<file path="src/rtl/gpio_irq_pkg.sv">
package gpio_irq_pkg;

  localparam int unsigned ADDR_W = 4;

  localparam logic [ADDR_W-1:0] REG_DIR  = 4'd0;
  localparam logic [ADDR_W-1:0] REG_DOUT = 4'd1;
  localparam logic [ADDR_W-1:0] REG_SET  = 4'd2;
  localparam logic [ADDR_W-1:0] REG_CLR  = 4'd3;
  localparam logic [ADDR_W-1:0] REG_DIN  = 4'd4;
  localparam logic [ADDR_W-1:0] REG_TRIG = 4'd5;
  localparam logic [ADDR_W-1:0] REG_BOTH = 4'd6;
  localparam logic [ADDR_W-1:0] REG_POL  = 4'd7;
  localparam logic [ADDR_W-1:0] REG_EN   = 4'd8;
  localparam logic [ADDR_W-1:0] REG_RAW  = 4'd9;
  localparam logic [ADDR_W-1:0] REG_MSK  = 4'd10;
  localparam logic [ADDR_W-1:0] REG_ICLR = 4'd11;

  // Edge decision for one pin: cur/prev are consecutive synchronized samples.
  function automatic logic edge_hit(input logic cur, input logic prev,
                                    input logic both, input logic pol);
    logic rise;
    logic fall;
    rise = cur & ~prev;
    fall = ~cur & prev;
    if (both) return rise | fall;
    return pol ? fall : rise;
  endfunction

  // Level decision: active high when pol is 0, active low when pol is 1.
  function automatic logic level_hit(input logic cur, input logic pol);
    return cur ^ pol;
  endfunction

  function automatic logic pin_event(input logic cur, input logic prev,
                                     input logic level, input logic both,
                                     input logic pol);
    return level ? level_hit(cur, pol) : edge_hit(cur, prev, both, pol);
  endfunction

endpackage

</file>
<file path="src/rtl/gpio_sync.sv">
module gpio_sync #(
  parameter int unsigned W      = 32,
  parameter int unsigned STAGES = 2
) (
  input  logic         clk,
  input  logic         rst_n,
  input  logic [W-1:0] d,
  output logic [W-1:0] q
);
  logic [W-1:0] stage_q [STAGES];

  always_ff @(posedge clk or negedge rst_n) begin
    if (!rst_n) begin
      for (int i = 0; i < STAGES; i++) stage_q[i] <= '0;
    end else begin
      stage_q[0] <= d;
      for (int i = 1; i < STAGES; i++) stage_q[i] <= stage_q[i-1];
    end
  end

  assign q = stage_q[STAGES-1];
endmodule

</file>
<file path="src/rtl/gpio_evt_latch.sv">
module gpio_evt_latch
  import gpio_irq_pkg::*;
#(
  parameter int unsigned N = 32
) (
  input  logic         clk,
  input  logic         rst_n,
  input  logic [N-1:0] cur,
  input  logic [N-1:0] cfg_level,
  input  logic [N-1:0] cfg_both,
  input  logic [N-1:0] cfg_pol,
  input  logic [N-1:0] clr_mask,
  output logic [N-1:0] evt,
  output logic [N-1:0] raw_q
);
  logic [N-1:0] prev_q;

  for (genvar g = 0; g < N; g++) begin : g_pin
    assign evt[g] = pin_event(cur[g], prev_q[g], cfg_level[g], cfg_both[g], cfg_pol[g]);
  end

  // A fresh event outranks a clear in the same cycle.
  always_ff @(posedge clk or negedge rst_n) begin
    if (!rst_n) begin
      prev_q <= '0;
      raw_q  <= '0;
    end else begin
      prev_q <= cur;
      raw_q  <= (raw_q & ~clr_mask) | evt;
    end
  end
endmodule

</file>
<file path="src/rtl/gpio_regs.sv">
module gpio_regs
  import gpio_irq_pkg::*;
#(
  parameter int unsigned N = 32
) (
  input  logic              clk,
  input  logic              rst_n,
  input  logic [ADDR_W-1:0] bus_addr,
  input  logic              bus_we,
  input  logic [N-1:0]      bus_wdata,
  output logic [N-1:0]      bus_rdata,
  input  logic [N-1:0]      din,
  input  logic [N-1:0]      raw,
  input  logic [N-1:0]      masked,
  output logic [N-1:0]      dir_q,
  output logic [N-1:0]      dout_q,
  output logic [N-1:0]      trig_q,
  output logic [N-1:0]      both_q,
  output logic [N-1:0]      pol_q,
  output logic [N-1:0]      en_q,
  output logic [N-1:0]      clr_mask
);
  logic [N-1:0] set_bits;
  logic [N-1:0] clr_bits;

  assign set_bits = (bus_we && bus_addr == REG_SET)  ? bus_wdata : '0;
  assign clr_bits = (bus_we && bus_addr == REG_CLR)  ? bus_wdata : '0;
  assign clr_mask = (bus_we && bus_addr == REG_ICLR) ? bus_wdata : '0;

  always_ff @(posedge clk or negedge rst_n) begin
    if (!rst_n) begin
      dir_q  <= '0;
      dout_q <= '0;
      trig_q <= '0;
      both_q <= '0;
      pol_q  <= '0;
      en_q   <= '0;
    end else begin
      dout_q <= (dout_q | set_bits) & ~clr_bits;
      if (bus_we) begin
        case (bus_addr)
          REG_DIR:  dir_q  <= bus_wdata;
          REG_TRIG: trig_q <= bus_wdata;
          REG_BOTH: both_q <= bus_wdata;
          REG_POL:  pol_q  <= bus_wdata;
          REG_EN:   en_q   <= bus_wdata;
          default:  ;
        endcase
      end
    end
  end

  always_comb begin
    case (bus_addr)
      REG_DIR:  bus_rdata = dir_q;
      REG_DOUT: bus_rdata = dout_q;
      REG_DIN:  bus_rdata = din;
      REG_TRIG: bus_rdata = trig_q;
      REG_BOTH: bus_rdata = both_q;
      REG_POL:  bus_rdata = pol_q;
      REG_EN:   bus_rdata = en_q;
      REG_RAW:  bus_rdata = raw;
      REG_MSK:  bus_rdata = masked;
      default:  bus_rdata = '0;
    endcase
  end
endmodule

</file>
<file path="src/rtl/gpio_irq_ctrl.sv">
module gpio_irq_ctrl
  import gpio_irq_pkg::*;
#(
  parameter int unsigned N           = 32,
  parameter int unsigned SYNC_STAGES = 2
) (
  input  logic              clk,
  input  logic              rst_n,
  input  logic [ADDR_W-1:0] bus_addr,
  input  logic              bus_we,
  input  logic [N-1:0]      bus_wdata,
  output logic [N-1:0]      bus_rdata,
  input  logic [N-1:0]      pin_in,
  output logic [N-1:0]      pin_out,
  output logic [N-1:0]      pin_oe,
  output logic              irq
);
  logic [N-1:0] din_s;
  logic [N-1:0] evt;
  logic [N-1:0] raw_q;
  logic [N-1:0] masked;
  logic [N-1:0] dir_q, dout_q, trig_q, both_q, pol_q, en_q, clr_mask;

  gpio_sync #(.W(N), .STAGES(SYNC_STAGES)) u_sync (
    .clk(clk), .rst_n(rst_n), .d(pin_in), .q(din_s)
  );

  gpio_evt_latch #(.N(N)) u_latch (
    .clk(clk), .rst_n(rst_n), .cur(din_s),
    .cfg_level(trig_q), .cfg_both(both_q), .cfg_pol(pol_q),
    .clr_mask(clr_mask), .evt(evt), .raw_q(raw_q)
  );

  gpio_regs #(.N(N)) u_regs (
    .clk(clk), .rst_n(rst_n), .bus_addr(bus_addr), .bus_we(bus_we),
    .bus_wdata(bus_wdata), .bus_rdata(bus_rdata), .din(din_s),
    .raw(raw_q), .masked(masked), .dir_q(dir_q), .dout_q(dout_q),
    .trig_q(trig_q), .both_q(both_q), .pol_q(pol_q), .en_q(en_q),
    .clr_mask(clr_mask)
  );

  assign masked  = raw_q & en_q;
  assign irq     = |masked;
  assign pin_out = dout_q;
  assign pin_oe  = dir_q;
endmodule

</file>
<file path="config.mk">
export PLATFORM = sky130hd
export DESIGN_NAME = gpio_irq_ctrl
export DESIGN_NICKNAME = d
export VERILOG_FILES = /design/src/rtl/gpio_irq_pkg.sv /design/src/rtl/gpio_sync.sv /design/src/rtl/gpio_evt_latch.sv /design/src/rtl/gpio_regs.sv /design/src/rtl/gpio_irq_ctrl.sv
export SDC_FILE = /design/constraint.sdc
export NUM_CORES = 1
export LEC_CHECK = 0
export BUFFER_PORTS_ARGS = -buffer_cell sky130_fd_sc_hd__buf_2
export CORE_ASPECT_RATIO = 0.7
export CORE_MARGIN = 4
export CORE_UTILIZATION = 35
export CTS_CLUSTER_SIZE = 28
export DETAILED_ROUTE_END_ITERATION = 10
export PLACE_DENSITY = 0.59
export SLEW_MARGIN = 20
export SYNTH_ARGS = -nofsm -noshare
export SYNTH_HDL_FRONTEND = slang
export SYNTH_HIERARCHICAL = 1
export SYNTH_SLANG_ARGS = --single-unit
</file>
<file path="constraint.sdc">
create_clock -name clk -period 6.95 [get_ports clk]
set_clock_uncertainty 0.15 [all_clocks]
set_input_delay 1.0425 -clock clk [delete_from_list [all_inputs] [get_ports clk]]
set_output_delay 1.0425 -clock clk [all_outputs]
set_load 0.03 [all_outputs]
</file>
==> results of run 1 <==
[layout make-up]
class	count	area (um^2)
diodes	1	2.50
repair buffers	193	1070
flip-flops and latches	320	8010
multi-input cells	851	7200
clock buffers	46	902
well taps	603	754
inverters	64	240
clock inverters	7	67.6
fillers	4313	26900
[through the flow]
stage               instances  area [um^2]
finish                   2085        18200
global placement         2031        17300
global route             2085        18200
detailed placement       2031        17300
CTS                      2084        18200
floorplan                1337        16000
[state kept, by name, indices dropped and copies added (netlist names)]
signal          cells
u_latch/prev_q     32
u_latch/raw_q      32
u_regs/both_q      32
u_regs/dir_q       32
u_regs/dout_q      32
u_regs/en_q        32
u_regs/pol_q       32
u_regs/trig_q      32
u_sync/q           32
u_sync/stage_q     32
[metal layers]
metal / GRT usage [%] / routed length, um / vias to the layer above
met5: 0 / 13 / -
li1: - / - / 5065
met4: 5.47 / 1380 / 2
met2: 28.0 / 20800 / 413
met3: 4.69 / 3920 / 79
met1: 28.4 / 22500 / 5854
[power by group]
group / leakage [nW] / internal (W) / total (W) / switching, W
clock: 0.480 / 0.000926 / 0.00166 / 0.000731
sequential: 3.76 / 0.00216 / 0.00249 / 0.000330
combinational: 4.01 / 0.000541 / 0.00125 / 0.000708
[path summary, 6_finish.rpt]
check,from,slack [ns],cells past startpoint,endpoint
worst max-delay path,bus_addr[2],2.15,7,bus_rdata[13]
worst min-delay path,u_sync/stage_q[43],0.20,0,u_sync/q[11]
worst max register to register,u_sync/q[8],5.44,5,u_latch/raw_q[8]
worst min register to register,u_sync/stage_q[43],0.20,0,u_sync/q[11]
max in group asynchronous,rst_n,4.98,2,u_regs/both_q[5]
min in group asynchronous,rst_n,0.38,1,u_sync/q[26]
==> metrics.yaml, run 1 <==
grt.total_usage_pct: 19.2
path_clk_slew_ns: 0.06
max_stage_delay_ns: 0.86
drt_wl_total_mm: 48.6
insertion_delay_ns: 0.59
grt_remaining_overflow: 0
cp_common_cell: "buf_2"
htreeDepth: 1
synth_nets: 1472
worst_pin_slew_ns: 1.14
power_w: 0.00540
final.setup.tns_ns: 0
worstPathCellList: "buf_2 -> and2_1 -> buf_4 -> a22o_1 -> a22oi_1 -> o211ai_1 -> buf_2"
grt_pass1_vias: 11452
syn_area_per_cell_um2: 12.0
p_per_area_mw_per_mm2: 296
critPathCaptureType: "output pin"
crit_fanout: 26
startpoint_type: "input pin"
slowest_stage: "and2_1"
ant_nets: 0
layout_common_cells: "dfrtp_1 (320), buf_2 (166), mux2_2 (164), a21oi_1 (99), and2_1 (66)"
cts_resized: 0
timing.final.ws_setup_ns: 2.15
min_period_ns: 4.80
viasPerCell: 5.47
fin_hold_ws_ns: 0.196
status: "finished clean"
firstDrtPassIters: 7
root_buffer: "clkbuf_16"
io_buffers: 167
critPathTopFamily: "buffers and inverters"
clockBufferDepth: 3
cts_setup_buffers: 0
wl_per_cell_um: 23.3
maxSlewViolCount: 0
synth_cells: 1337
dieArea_mm2: 0.0492
dpl_worst_slack_ns: 2.13
rsz0062_at_grt: "false"
hold_violations: 0
syn-cell-area_mm2: 0.0160
timing.critical_path.buf_inv: 3
cp.arrival_ns: 3.61
setup_viol: 0
die_h_um: 187
antenna_found_initial: 2
finalNetCount: 1596
maxSlewHeadroom_pct: 23.7
static-leakage-power_nw: 8.25
cts_tree: "done"
fin_crit_sh_pct: 69.1
grt_max_degree: 132
dieWidth_um: 263
hpwl_mm: 32.3
design.core.area_mm2: 0.0451
clock_sinks: 320
cts_inserted_buffers: 31
ys_warn_count: 6
grt_pass1_wl_mm: 73.2
io_pins: 168
drive_above_1_share_pct: 32.8
holdBufCountCts: 0
hold_class: "register to register"
fmax_mhz: 208
initial_core_util_pct: 35.4
final_common_cell: "dfrtp_1"
drtIter0Drc: 1087
critPathKind: "input pin to output pin"
core.rowCount: 65
num_vias: 11413
gp_congestion: 0.805
max-vdd-ir-drop_mv: 0.178
crit_required_ns: 5.76
final_util_pct: 40.4
syn2layout_area_growth_pct: 14.1
maxCapViolations: 0
drc_errors: 0
Note: power is estimated with default switching activity, not from simulation.
==> run 2, diff against run 1 <==
Settings changed: ABC_AREA from default to 1, PLACE_DENSITY 0.59 to 0.61.
Clock period 6.95 ns to 4.3 ns, I/O delays scaled along.
==> run 2 against run 1 <==
The flow now finishes with violations (hold timing). Area after synthesis grew 6.8%. Critical path depth grew 1. Clock power is 80% higher. Die area increased by 6.6%. Register-to-register slack worse by 2.6 ns. Global-route usage increased by 0.50 points. Wire length rose by 7.3%. Via count rose by 28%. Clock-buffer cell count grew 5. First-iteration DRC count rose by 31%. Final area is 7.7% higher. Worst setup slack got worse by 1.3 ns. Critical endpoint is now bus_rdata[24]. Largest power group unchanged.
==> metrics.yaml, run 2 <==
status: "complete, but fails checks"
violations: "hold timing"
syn_area_per_cell_um2: 7.91
drt_wl_total_mm: 52.1
r2r-start: "u_sync/q[20]"
wl_per_cell_um: 17.6
fmax_mhz: 289
die_h_um: 193
path_clk_slew_ns: 0.06
clock_sinks: 320
hpwl_mm: 35.3
drc_errors: 0
design.core.area_mm2: 0.0480
cp.arrival_ns: 2.66
initial_core_util_pct: 35.6
clockBufferDepth: 3
fin_hold_ws_ns: -0.0139
critPathKind: "input pin to output pin"
drtIter0Drc: 1420
ant_nets: 0
antenna_found_initial: 3
holdBufCountCts: 0
worst_pin_slew_ns: 0.926
core.rowCount: 67
timing.final.ws_setup_ns: 0.841
switching_power_w: 0.00305
hold_violations: 8
drive_above_1_share_pct: 20.1
grt_pass1_wl_mm: 81.3
firstDrtPassIters: 5
maxCapViolations: 0
synth_nets: 2296
rsz0062_at_grt: "false"
grt_pass1_vias: 14400
power_w: 0.00884
gp_congestion: 0.874
power_frac_comb_pct: 21.8
min_period_ns: 3.46
num_vias: 14631
io_pins: 168
cts_tree: "done"
static-leakage-power_nw: 10.4
cts_setup_buffers: 0
maxSlewViolCount: 0
cts_resized: 0
crit_required_ns: 3.50
syn-cell-area_mm2: 0.0171
p_per_area_mw_per_mm2: 450
synth_cells: 2161
final_common_cell: "nand2_1"
htreeDepth: 2
finalNetCount: 2414
power.share.sequential_pct: 44.5
reg2reg_slack_ns: 2.89
rr_worst_depth: 5
max-vdd-ir-drop_mv: 0.201
dieWidth_um: 272
dieArea_mm2: 0.0525
p_sw_share_pct: 34.5
viasPerCell: 4.95
grt.total_usage_pct: 19.7
grt_max_degree: 100
crit_fanout: 19
root_buffer: "clkbuf_16"
n_fill_cell: 4828
io_buffers: 167
clock_power_share_pct: 33.7
syn2layout_area_growth_pct: 15.0
insertion_delay_ns: 0.52
cts_inserted_buffers: 36
startpoint_type: "input pin"
critPathCaptureType: "output pin"
dpl_worst_slack_ns: 0.807
ys_warn_count: 6
diodes: 0
setup_viol: 0
fin_crit_sh_pct: 80.4
final.setup.tns_ns: 0
grt_remaining_overflow: 0
maxSlewHeadroom_pct: 38.1
p_int_w: 0.00579
r2r_end: "u_latch/raw_q[20]"
hold_class: "input pin to asynchronous set/reset pin"
layout_common_cells: "nand2_1 (571), dfrtp_1 (320), inv_1 (282), nand3_1 (230), buf_2 (166)"
[run 2: layout make-up]
cell class	count	area (um^2)	area share (%)
flip-flops and latches	320	8010	40.8
clock buffers	51	1070	5.44
well taps	655	820	4.17
clock inverters	7	51.3	0.261
multi-input cells	1406	7340	37.4
repair buffers	198	1170	5.94
inverters	317	1190	6.06
[run 2: critical path, stage by stage]
cell     delay [ns]
buf_2          0.14
inv_1          0.10
nor2_4         0.40
nand2_1        0.70
nor2_1         0.26
nor2_1         0.09
nand3_1        0.11
buf_2          0.21
[run 2: through the flow]
stage / cell area [um^2] / hold WS (ns) / instances / util, %
floorplan: 17100 / 0.181 / 2161 / -
global placement: 18500 / 0.187 / 2896 / 38.6
detailed placement: 18500 / 0.185 / 2896 / 38.6
CTS: 19600 / 0.0477 / 2954 / 40.9
global route: 19600 / 0.0519 / 2954 / 40.9
finish: 19600 / -0.0139 / 2954 / 40.9
[run 2: layer usage]
layer | vias up | track usage, % | share of wire, %
met5 | - | 0 | 0.023
met4 | 2 | 5.61 | 2.8
met3 | 101 | 3.88 | 7.4
met2 | 529 | 30.3 | 43
met1 | 7011 | 28.4 | 47
li1 | 6988 | - | -
[run 2: worst max path at each step]
stage                           start            end  slack (ns)  cells past startpoint
final                     bus_addr[2]  bus_rdata[24]        0.84                      8
after global routing      bus_addr[2]   bus_rdata[8]        0.66                      8
after CTS                 bus_addr[2]  bus_rdata[13]        0.83                      8
after detailed placement  bus_addr[2]  bus_rdata[13]        0.81                      8
after global placement    bus_addr[2]  bus_rdata[13]        0.85                      8
after floorplan           bus_addr[1]  bus_rdata[11]        1.84                      7
[run 2: power by group through the flow]
| stage | clock (W) | combinational [W] | sequential [W] |
|---|---|---|---|
| floorplan | 0 | 0.00111 | 0.00409 |
| global placement | 0 | 0.00187 | 0.00396 |
| detailed placement | 0 | 0.00193 | 0.00398 |
| CTS | 0.00306 | 0.00194 | 0.00393 |
| global route | 0.00318 | 0.00215 | 0.00400 |
| finish | 0.00298 | 0.00193 | 0.00394 |
